**config.mk**
```make
export PLATFORM = sky130hd
export DESIGN_NAME = rst_sequencer
export DESIGN_NICKNAME = d
export VERILOG_FILES = /design/src/rtl/rstseq_pkg.sv /design/src/rtl/rstseq_sync.sv /design/src/rtl/rstseq_fault_timer.sv /design/src/rtl/rstseq_flags.sv /design/src/rtl/rst_sequencer.sv
export SDC_FILE = /design/constraint.sdc
export NUM_CORES = 1
export LEC_CHECK = 0
export CAP_MARGIN = 20
export CORE_MARGIN = 8
export CORE_UTILIZATION = 40
export CTS_CLUSTER_SIZE = 40
export DETAILED_ROUTE_END_ITERATION = 12
export GPL_TIMING_DRIVEN = 0
export PLACE_DENSITY = 0.67
export REMOVE_ABC_BUFFERS = 1
export SLEW_MARGIN = 20
export SYNTH_ARGS = -nofsm -noshare
export SYNTH_HDL_FRONTEND = slang
export SYNTH_SLANG_ARGS = --single-unit
```
**constraint.sdc**
```tcl
create_clock -name clk -period 2.1 [get_ports clk]
set_input_delay 0.315 -clock clk [delete_from_list [all_inputs] [get_ports clk]]
set_output_delay 0.315 -clock clk [all_outputs]
set_load 0.01 [all_outputs]
```
**src/rtl/rstseq_pkg.sv**
```systemverilog
package rstseq_pkg;
    typedef enum logic [2:0] {
        ST_HOLD    = 3'd0,
        ST_STRETCH = 3'd1,
        ST_RELEASE = 3'd2,
        ST_NORMAL  = 3'd3,
        ST_SLEEP   = 3'd4
    } seq_state_t;

    typedef enum logic [1:0] {
        MODE_RESET  = 2'b00,
        MODE_NORMAL = 2'b01,
        MODE_SLEEP  = 2'b10
    } sys_mode_t;

    localparam int FLAG_W = 6;
    localparam int F_POR  = 0;
    localparam int F_CORE = 1;
    localparam int F_IO   = 2;
    localparam int F_WDOG = 3;
    localparam int F_EXT  = 4;
    localparam int F_WAKE = 5;
    localparam logic [FLAG_W-1:0] FLAGS_AT_POR = 6'b000001;
endpackage

```
**src/rtl/rstseq_sync.sv**
```systemverilog
module rstseq_sync #(
    parameter int STAGES = 2
) (
    input  logic clk,
    input  logic por_n,
    input  logic d_async,
    output logic q_sync
);
    logic [STAGES-1:0] sh_q;

    always_ff @(posedge clk or negedge por_n) begin
        if (!por_n) sh_q <= '0;
        else        sh_q <= {sh_q[STAGES-2:0], d_async};
    end

    assign q_sync = sh_q[STAGES-1];

    generate
        for (genvar g = 1; g < STAGES; g++) begin : g_stage_chk
            // each stage takes the previous stage's value one cycle later
            p_shift_r5: assert property (@(posedge clk) disable iff (!por_n)
                sh_q[g] == $past(sh_q[g-1]));
        end
    endgenerate
endmodule

```
**src/rtl/rstseq_fault_timer.sv**
```systemverilog
module rstseq_fault_timer #(
    parameter int FAULT_CYC = 64
) (
    input  logic clk,
    input  logic por_n,
    input  logic fault_cond,
    output logic fault_hit
);
    localparam int CW = (FAULT_CYC > 2) ? $clog2(FAULT_CYC) : 1;
    localparam logic [CW-1:0] CNT_LAST = CW'(FAULT_CYC - 1);

    logic [CW-1:0] run_q;

    assign fault_hit = fault_cond && (run_q == CNT_LAST);

    always_ff @(posedge clk or negedge por_n) begin
        if (!por_n)                   run_q <= '0;
        else if (!fault_cond || fault_hit) run_q <= '0;
        else                          run_q <= run_q + 1'b1;
    end

    // the run counter never passes the timeout value
    p_cnt_bound_r7: assert property (@(posedge clk) disable iff (!por_n)
        run_q <= CNT_LAST);
    // a nonzero count means the fault was present on the previous edge
    p_cnt_needs_fault_r7: assert property (@(posedge clk) disable iff (!por_n)
        (run_q != '0) |-> $past(fault_cond));
endmodule

```
**src/rtl/rstseq_flags.sv**
```systemverilog
module rstseq_flags
    import rstseq_pkg::*;
(
    input  logic              clk,
    input  logic              por_n,
    input  logic [FLAG_W-1:0] cause_set,
    input  logic              clr_wr,
    input  logic [FLAG_W-1:0] clr_mask,
    output logic [FLAG_W-1:0] flags
);
    logic [FLAG_W-1:0] flags_q;
    logic [FLAG_W-1:0] clr_eff;

    assign clr_eff = clr_wr ? clr_mask : '0;

    always_ff @(posedge clk or negedge por_n) begin
        if (!por_n) flags_q <= FLAGS_AT_POR;
        else        flags_q <= cause_set | (flags_q & ~clr_eff);
    end

    assign flags = flags_q;

    // a flag only falls when a clear was written for it
    p_sticky_r9: assert property (@(posedge clk) disable iff (!por_n)
        ($past(flags_q) & ~flags_q & ~$past(clr_eff)) == '0);
    // a clear with no competing cause leaves the bit at 0
    p_w1c_r9: assert property (@(posedge clk) disable iff (!por_n)
        (flags_q & $past(clr_eff & ~cause_set)) == '0);
    // a cause always shows in the next cycle
    p_set_wins_r9: assert property (@(posedge clk) disable iff (!por_n)
        (flags_q & $past(cause_set)) == $past(cause_set));
endmodule

```
**src/rtl/rst_sequencer.sv**
```systemverilog
module rst_sequencer
    import rstseq_pkg::*;
#(
    parameter int STRETCH_CYC = 16,
    parameter int FAULT_CYC   = 64,
    parameter int SYNC_STAGES = 2
) (
    input  logic        clk,
    input  logic        por_n,
    input  logic        core_ok,
    input  logic        io_ok,
    input  logic        batt_ok,
    input  logic        wdog_expire,
    input  logic        wake_req,
    input  logic        rst_pad_in,
    output logic        rst_drive_low,
    output logic [1:0]  mode,
    input  logic        reg_wr,
    input  logic [5:0]  reg_wdata,
    output logic [5:0]  reg_rdata
);
    localparam int SW = (STRETCH_CYC > 2) ? $clog2(STRETCH_CYC) : 1;
    localparam logic [SW-1:0] STRETCH_LAST = SW'(STRETCH_CYC - 1);

    seq_state_t        state, nxt;
    logic [SW-1:0]     stretch_cnt;
    logic              stretch_load;
    logic              pin_sync;
    logic              rail_bad;
    logic              fault_cond;
    logic              fault_hit;
    logic [FLAG_W-1:0] cause_set;

    assign rail_bad = !core_ok || !io_ok;

    rstseq_sync #(.STAGES(SYNC_STAGES)) u_pad_sync (
        .clk     (clk),
        .por_n   (por_n),
        .d_async (rst_pad_in),
        .q_sync  (pin_sync)
    );

    assign fault_cond = rail_bad && batt_ok && (state != ST_SLEEP);

    rstseq_fault_timer #(.FAULT_CYC(FAULT_CYC)) u_fault (
        .clk        (clk),
        .por_n      (por_n),
        .fault_cond (fault_cond),
        .fault_hit  (fault_hit)
    );

    // Next-state decision
    always_comb begin
        nxt          = state;
        stretch_load = 1'b0;
        unique case (state)
            ST_HOLD: begin
                if (!rail_bad) begin
                    nxt          = ST_STRETCH;
                    stretch_load = 1'b1;
                end
            end
            ST_STRETCH: begin
                if (rail_bad) begin
                    nxt = ST_HOLD;
                end else if (wdog_expire) begin
                    stretch_load = 1'b1;
                end else if (stretch_cnt == STRETCH_LAST) begin
                    nxt = ST_RELEASE;
                end
            end
            ST_RELEASE: begin
                if (rail_bad) begin
                    nxt = ST_HOLD;
                end else if (wdog_expire) begin
                    nxt          = ST_STRETCH;
                    stretch_load = 1'b1;
                end else if (pin_sync) begin
                    nxt = ST_NORMAL;
                end
            end
            ST_NORMAL: begin
                if (rail_bad) begin
                    nxt = ST_HOLD;
                end else if (wdog_expire) begin
                    nxt          = ST_STRETCH;
                    stretch_load = 1'b1;
                end else if (!pin_sync) begin
                    nxt = ST_RELEASE;
                end
            end
            ST_SLEEP: begin
                if (wake_req) begin
                    nxt          = ST_STRETCH;
                    stretch_load = 1'b1;
                end
            end
            default: nxt = ST_HOLD;
        endcase
        if (fault_hit) begin
            nxt          = ST_SLEEP;
            stretch_load = 1'b0;
        end
    end

    // State register
    always_ff @(posedge clk or negedge por_n) begin
        if (!por_n) state <= ST_STRETCH;
        else        state <= nxt;
    end

    // Stretch counter
    always_ff @(posedge clk or negedge por_n) begin
        if (!por_n)                 stretch_cnt <= '0;
        else if (stretch_load)      stretch_cnt <= '0;
        else if (state == ST_STRETCH) stretch_cnt <= stretch_cnt + 1'b1;
    end

    // Outputs decoded from the state
    always_comb begin
        unique case (state)
            ST_HOLD, ST_STRETCH: begin
                rst_drive_low = 1'b1;
                mode          = MODE_RESET;
            end
            ST_RELEASE: begin
                rst_drive_low = 1'b0;
                mode          = MODE_RESET;
            end
            ST_NORMAL: begin
                rst_drive_low = 1'b0;
                mode          = MODE_NORMAL;
            end
            ST_SLEEP: begin
                rst_drive_low = 1'b1;
                mode          = MODE_SLEEP;
            end
            default: begin
                rst_drive_low = 1'b1;
                mode          = MODE_RESET;
            end
        endcase
    end

    // Cause detection for the status flags
    always_comb begin
        cause_set         = '0;
        cause_set[F_CORE] = !core_ok && (state != ST_SLEEP);
        cause_set[F_IO]   = !io_ok && (state != ST_SLEEP);
        cause_set[F_WDOG] = wdog_expire && (state != ST_SLEEP);
        cause_set[F_EXT]  = (state == ST_NORMAL) && !pin_sync;
        cause_set[F_WAKE] = (state == ST_SLEEP) && wake_req;
    end

    rstseq_flags u_flags (
        .clk       (clk),
        .por_n     (por_n),
        .cause_set (cause_set),
        .clr_wr    (reg_wr),
        .clr_mask  (reg_wdata),
        .flags     (reg_rdata)
    );

    // normal mode is only entered with the pad high and both rails good
    p_normal_entry_r4: assert property (@(posedge clk) disable iff (!por_n)
        $rose(state == ST_NORMAL) |-> $past(pin_sync && core_ok && io_ok));
    // release follows a completed stretch count
    p_stretch_len_r2: assert property (@(posedge clk) disable iff (!por_n)
        ((state == ST_RELEASE) && $past(state == ST_STRETCH))
            |-> ($past(stretch_cnt) == STRETCH_LAST));
    // sleep is only entered on a fault-timer expiry
    p_sleep_entry_r7: assert property (@(posedge clk) disable iff (!por_n)
        $rose(state == ST_SLEEP) |-> $past(fault_hit));
    // sleep is left only by a wake request, into the stretch
    p_wake_exit_r8: assert property (@(posedge clk) disable iff (!por_n)
        $fell(state == ST_SLEEP) |-> ($past(wake_req) && state == ST_STRETCH));
endmodule

```
==> flow_metrics.py, run 1 <==
metrics = {
    "critical_path": {
        "end_kind": "output port",
        "cp_slowest_cell": "or3b_2",
        "critPathMaxStageDelay_ns": 0.52,
        "cp.required_ns": 1.78,
        "r2r_slack_ns": 0.50,
        "critPathKind": "reg2out",
        "cp_cell_sequence": "or3b_2 -> inv_1 -> dlygate4sd2_1",
        "path_max_fanout": 4,
        "cp_data_arrival_time_ns": 1.62,
        "start_kind": "flip-flop",
    },
    "timing": {
        "slew-limit-headroom_pct": 69.1,
        "setup_ws_ns": 0.168,
        "hold_viol_final": 0,
        "tightest_slew_ns": 0.464,
        "rsz0062_at_grt": "false",
        "totalNegativeSetupSlack_ns": 0,
        "setup_viol": 0,
        "finClkSkew_ns": 0.00313,
        "report.final.slew_viol_count": 0,
        "period_needed_ns": 1.93,
        "fmax_mhz": 518,
        "period_share_pct": 92.0,
    },
    "route": {
        "first_iter_violations": 14,
        "wl_per_cell_um": 14.3,
        "drt-total-wl_um": 2080,
        "drc": 0,
        "ant_nets": 0,
        "drt_pass1_iterations": 4,
        "via_count": 756,
        "vias_per_cell": 5.21,
    },
    "pwr": {
        "p_per_area_nw_per_um2": 598,
        "p_leak_uw": 0.000582,
        "peakVddDrop_v": 0.000354,
    },
    "worst_hold_path": {
        "hold_path_class": "reg2reg",
    },
    "die": {
        "die_area_um2": 4150,
        "start_util_pct": 42.4,
        "num_rows": 17,
        "io_pins": 24,
        "die_h_um": 64.4,
        "die_w_um": 64.4,
        "core_area_um2": 2210,
    },
    "grt": {
        "antenna_found_initial": 0,
        "grt_remaining_overflow": 0,
        "grt_pass1_vias": 752,
        "grt_start_max_net_pins": 22,
        "grt_pass1_wl_um": 3540,
        "grt_usage_pct": 10.5,
    },
    "cts": {
        "clk_latency_ns": 0.31,
        "cts_tree": "yes",
        "clockRootBuffer": "clkbuf_4",
        "clock_path_buffers": 2,
        "htree_levels": 1,
        "path_clk_slew_ns": 0.12,
        "cts_inserted_buffers": 3,
        "clock_sink_count": 21,
    },
    "synth": {
        "synth-seq-cells": 21,
        "syn_inst": 87,
        "post_synth.cell_area_avg_um2": 10.8,
        "ys_async_sr_fraction_pct": 100,
        "synthFlopType": "dfrtp_1",
        "yosys-top-cells-area": "dfrtp_1 51%, dfstp_2 5.6%, nand2_1 4.8%, o21ai_0 3.2%, xnor2_1 2.8%",
        "yosysWarnings": 0,
        "yosysUniqueCellTypes": 34,
        "yosysTopAreaCell": "dfrtp_1",
        "synth_top_area_share_pct": 50.7,
        "synth-edff-count": 0,
        "yosysSeqAreaShare_pct": 56.3,
        "synth_area_um2": 938,
    },
    "finish": {
        "num-fill-cells": 201,
        "layout_common_cells": "20 x clkdlybuf4s50_1, 17 x dfrtp_1, 12 x nand2_1",
        "final_nets": 135,
        "final-instance-count-excl-fill": 145,
        "antenna_cells": 0,
        "drive_above_1_share_pct": 13.7,
        "final_common_cell": "clkdlybuf4s50_1",
        "syn2layout_area_growth_pct": 34.0,
    },
    "placement": {
        "dpl.cell_count": 138,
        "finalWeightedCongestion": 0.724,
        "post-dp-hpwl_um": 1560,
        "io_buffers": 23,
        "pre_cts_ws_ns": 0.164,
    },
    "run": {
        "maxCapViolCount": 0,
    },
    "outcome": {
        "status": "finished, final reports clean",
    },
}
[flip-flops by register name, indices dropped and copies added, names as in the netlist]
signal           flops
stretch_cnt          4
u_flags.flags        6
u_fault.run_q        6
state                3
u_pad_sync.sh_q      2
[cells by family (layout without fill, tap and decap cells)]
family	Yosys count	after routing	share of synthesized area, %
AO/OA/AOI/OAI	16	16	11.1
XOR/XNOR	4	4	3.73
adder cells (fa/ha/maj)	2	2	2.67
buffers and inverters	3	33	1.20
flip-flops	21	21	56.3
multiplexers	1	1	1.07
AND/OR/NAND/NOR	40	40	24.0
[worst max-delay path, delay by kind of cell (launching register included)]
family / cells / cell delay [ns]
AND/OR/NAND/NOR: 1 / 0.52
flip-flops: 1 / 0.42
buffers and inverters: 2 / 0.37
[path summary, 6_finish.rpt]
kind,start,end,cells past startpoint
hold / removal,u_pad_sync.sh_q[0],u_pad_sync.sh_q[1],0
hold reg to reg,u_pad_sync.sh_q[0],u_pad_sync.sh_q[1],0
setup / recovery,state[1],mode[1],3
min in group asynchronous,por_n,stretch_cnt[3],2
setup reg to reg,state[0],stretch_cnt[3],3
max in group asynchronous,por_n,u_flags.flags[0],2
[report_power, final]
group	internal, uW	switching, uW
logic	58.7	44.9
clock network	71.1	127
registers	431	20.3
[repair_timing]
item                                    in CTS  in global routing
buffers inserted                             2                  0
gates resized for setup                      3                  2
hold buffers                                 0                  1
endpoints found under the hold margin        0                 19
endpoints found under the setup margin       1                  1
[per-layer routing]
layer / routed length, um / track usage (%) / up-vias / share of wire, %
met5: 0 / 0 / - / 0
met4: 21 / 3.27 / 0 / 1.0
met3: 149 / 3.26 / 2 / 7.2
met2: 885 / 16.6 / 27 / 43
met1: 1020 / 13.4 / 353 / 49
li1: - / - / 374 / -
[cells in the mapped netlist (2+ instances only)]
library cell and count:
dfrtp_1 19, nand2_1 12, o21ai_0 6, nand3_1 5
nor2_1 5, inv_1 3, xnor2_1 3, a21oi_1 2
and3_1 2, dfstp_2 2, ha_1 2, nand4b_1 2
nor3_1 2, or3_1 2
[metrics by stage]
stage / area, um2 / utilization (%) / power [uW] / hold WS [ns]
after floorplan: 938 / - / 505 / 0.0194
after global placement: 1200 / 54.4 / 561 / 0.332
after detailed placement: 1200 / 54.4 / 565 / 0.356
after CTS: 1250 / 56.4 / 764 / 0.385
after global routing: 1260 / 56.8 / 797 / 0.390
final: 1260 / 56.8 / 752 / 0.377
[cell type report]
cell class              count  area, um2  share of cell area (%)
flip-flops and latches     21        531                    42.2
multi-input cells          63        402                    31.9
repair buffers             26        251                    20.0
well taps                  28       35.0                    2.79
clock buffers               3       22.5                    1.79
inverters                   3       11.3                   0.896
clock inverters             1       5.00                   0.398
(Power assumes the default switching activity.)
==> run 2: changes to the inputs <==
--- a/config.mk
+++ b/config.mk
@@ -17,3 +17,4 @@
 export SYNTH_ARGS = -nofsm -noshare
 export SYNTH_HDL_FRONTEND = slang
 export SYNTH_SLANG_ARGS = --single-unit
+export TNS_END_PERCENT = 50
==> results of run 2 <==
No change in the layout: final DEF, timing and power equal those of run 1.
==> run 3: changes to the inputs <==
--- a/config.mk
+++ b/config.mk
@@ -10,7 +10,6 @@
 export CORE_UTILIZATION = 40
 export CTS_CLUSTER_SIZE = 40
 export DETAILED_ROUTE_END_ITERATION = 12
-export GPL_TIMING_DRIVEN = 0
 export PLACE_DENSITY = 0.67
 export REMOVE_ABC_BUFFERS = 1
 export SLEW_MARGIN = 20
==> run 3 against run 2 <==
Compared with the run above:
- sequential power about the same
- via count up 1.5%
- critical path depth up 2
- worst hold slack worse by 0.028 ns
- first-iteration DRC count up 93%
- global-route usage up 0.12 points
- combinational power up 5%
- clock power down 6%
- critical path type unchanged
==> flow_metrics.py, run 3 (synthesis gave the netlist of run 1 again) <==
metrics = {
    "pwr": {
        "total_power_uw": 747,
        "peakVddDrop_v": 0.000403,
        "p_leak_uw": 0.000566,
        "p_per_area_nw_per_um2": 594,
    },
    "cts": {
        "clockRootBuffer": "clkbuf_4",
        "cts_hold_buf": 0,
        "clock_sink_count": 21,
        "htree_levels": 1,
        "clk_latency_ns": 0.29,
        "cts_tree": "yes",
        "cts_inserted_buffers": 3,
        "clock_path_buffers": 2,
        "path_clk_slew_ns": 0.11,
    },
    "placement": {
        "post-dp-hpwl_um": 1580,
        "finalWeightedCongestion": 0.835,
        "io_buffers": 23,
        "dpl.cell_count": 139,
    },
    "finish": {
        "regArea_um2": 529,
        "syn2layout_area_growth_pct": 33.9,
        "final_nets": 135,
        "antenna_cells": 0,
        "final_common_cell": "clkdlybuf4s50_1",
        "postLayoutCoreUtil_pct": 56.8,
        "multiInputGateArea_um2": 402,
        "drive_above_1_share_pct": 12.8,
        "final-instance-count-excl-fill": 145,
        "num-fill-cells": 198,
        "layout_common_cells": "22 x clkdlybuf4s50_1, 18 x dfrtp_1, 12 x nand2_1",
    },
    "critical_path": {
        "start_kind": "flip-flop",
        "cp_data_arrival_time_ns": 1.63,
        "end_kind": "output port",
        "cp_slowest_cell": "clkdlybuf4s50_1",
        "cp_cell_sequence": "buf_4 -> nor2b_2 -> nand2_1 -> inv_1 -> clkdlybuf4s50_1",
        "cp.required_ns": 1.78,
        "critPathTopFamily": "buffers and inverters",
        "cp.depth": 5,
        "r2r_slack_ns": 0.50,
        "path_max_fanout": 7,
        "critPathKind": "reg2out",
        "startpoint": "state[2]",
        "timing.rr.start": "state[0]",
        "critPathMaxStageDelay_ns": 0.53,
        "cp_num_buf_inv": 3,
        "timing.critical_path.to": "mode[0]",
        "reg2reg_depth": 3,
        "r2r-end": "stretch_cnt[3]",
    },
    "route": {
        "drc": 0,
        "first_iter_violations": 27,
        "drt_pass1_iterations": 4,
        "vias_per_cell": 5.29,
        "wl_per_cell_um": 14.2,
        "drt-total-wl_um": 2070,
        "via_count": 767,
        "ant_nets": 0,
    },
    "timing": {
        "totalNegativeSetupSlack_ns": 0,
        "hold_viol_final": 0,
        "fmax_mhz": 515,
        "period_needed_ns": 1.94,
        "finClkSkew_ns": 0.00145,
        "report.final.slew_viol_count": 0,
        "tightest_slew_ns": 0.361,
        "setup_viol": 0,
        "hold_ws_ns": 0.349,
        "rsz0062_at_grt": "false",
        "slew-limit-headroom_pct": 75.6,
        "period_share_pct": 92.4,
    },
    "die": {
        "die_w_um": 64.4,
        "start_util_pct": 42.4,
        "num_rows": 17,
        "core_area_um2": 2210,
        "die_h_um": 64.4,
        "die_area_um2": 4150,
        "io_pins": 24,
    },
    "grt": {
        "grt_remaining_overflow": 0,
        "grt_pass1_wl_um": 3620,
        "antenna_found_initial": 0,
        "grt_pass1_vias": 808,
        "grt_start_max_net_pins": 22,
        "grt_usage_pct": 10.6,
    },
    "outcome": {
        "status": "finished, final reports clean",
    },
    "run": {
        "maxCapViolCount": 0,
    },
    "worst_hold_path": {
        "hold_path_class": "in2async",
    },
}
## run 3: worst min-delay path by stage
stage	start	endpoint	slack, ns	cells after the start
3_3_place_gp	u_pad_sync.sh_q[0]	u_pad_sync.sh_q[1]	0.33	0
2_1_floorplan	por_n	state[1]	0.02	0
4_1_cts	por_n	stretch_cnt[2]	0.35	2
3_5_place_dp	u_pad_sync.sh_q[0]	u_pad_sync.sh_q[1]	0.34	0
5_1_grt	por_n	stretch_cnt[2]	0.37	2
6_report	por_n	stretch_cnt[2]	0.35	2
## run 3: routing by layer
metal	part of all wire, %	vias to the layer above	routed length [um]	global-route usage [%]
met4	0.63	0	13	5.18
li1	-	376	-	-
met1	47	363	978	12.8
met3	8.2	2	169	3.44
met5	0	-	0	0
met2	44	26	904	16.8
## run 3: timing repair
item,4_1_cts,5_1_grt
resized for setup,2,1
buffers inserted,2,0
pin swaps,0,0
endpoints found under the setup margin,1,1
## run 3: report_power, final
group,switching (uW),internal [uW]
clock network,115,70.8
registers,21.9,431
logic,47.4,61.1
total,184,563
## run 3: metrics by stage
step                      setup slack (ns)  instance area (um2)
after floorplan                      0.607                  938
after global placement               0.207                 1210
after detailed placement             0.174                 1210
after CTS                           0.0831                 1250
after global routing                0.0354                 1260
final                                0.159                 1260
## run 3: area by class of cell
cell class	instances	share of cell area, %
flip-flops and latches	21	42.1
clock buffers	3	1.79
multi-input cells	63	32.0
well taps	28	2.79
inverters	3	0.896
repair buffers	26	20.0
clock inverters	1	0.398
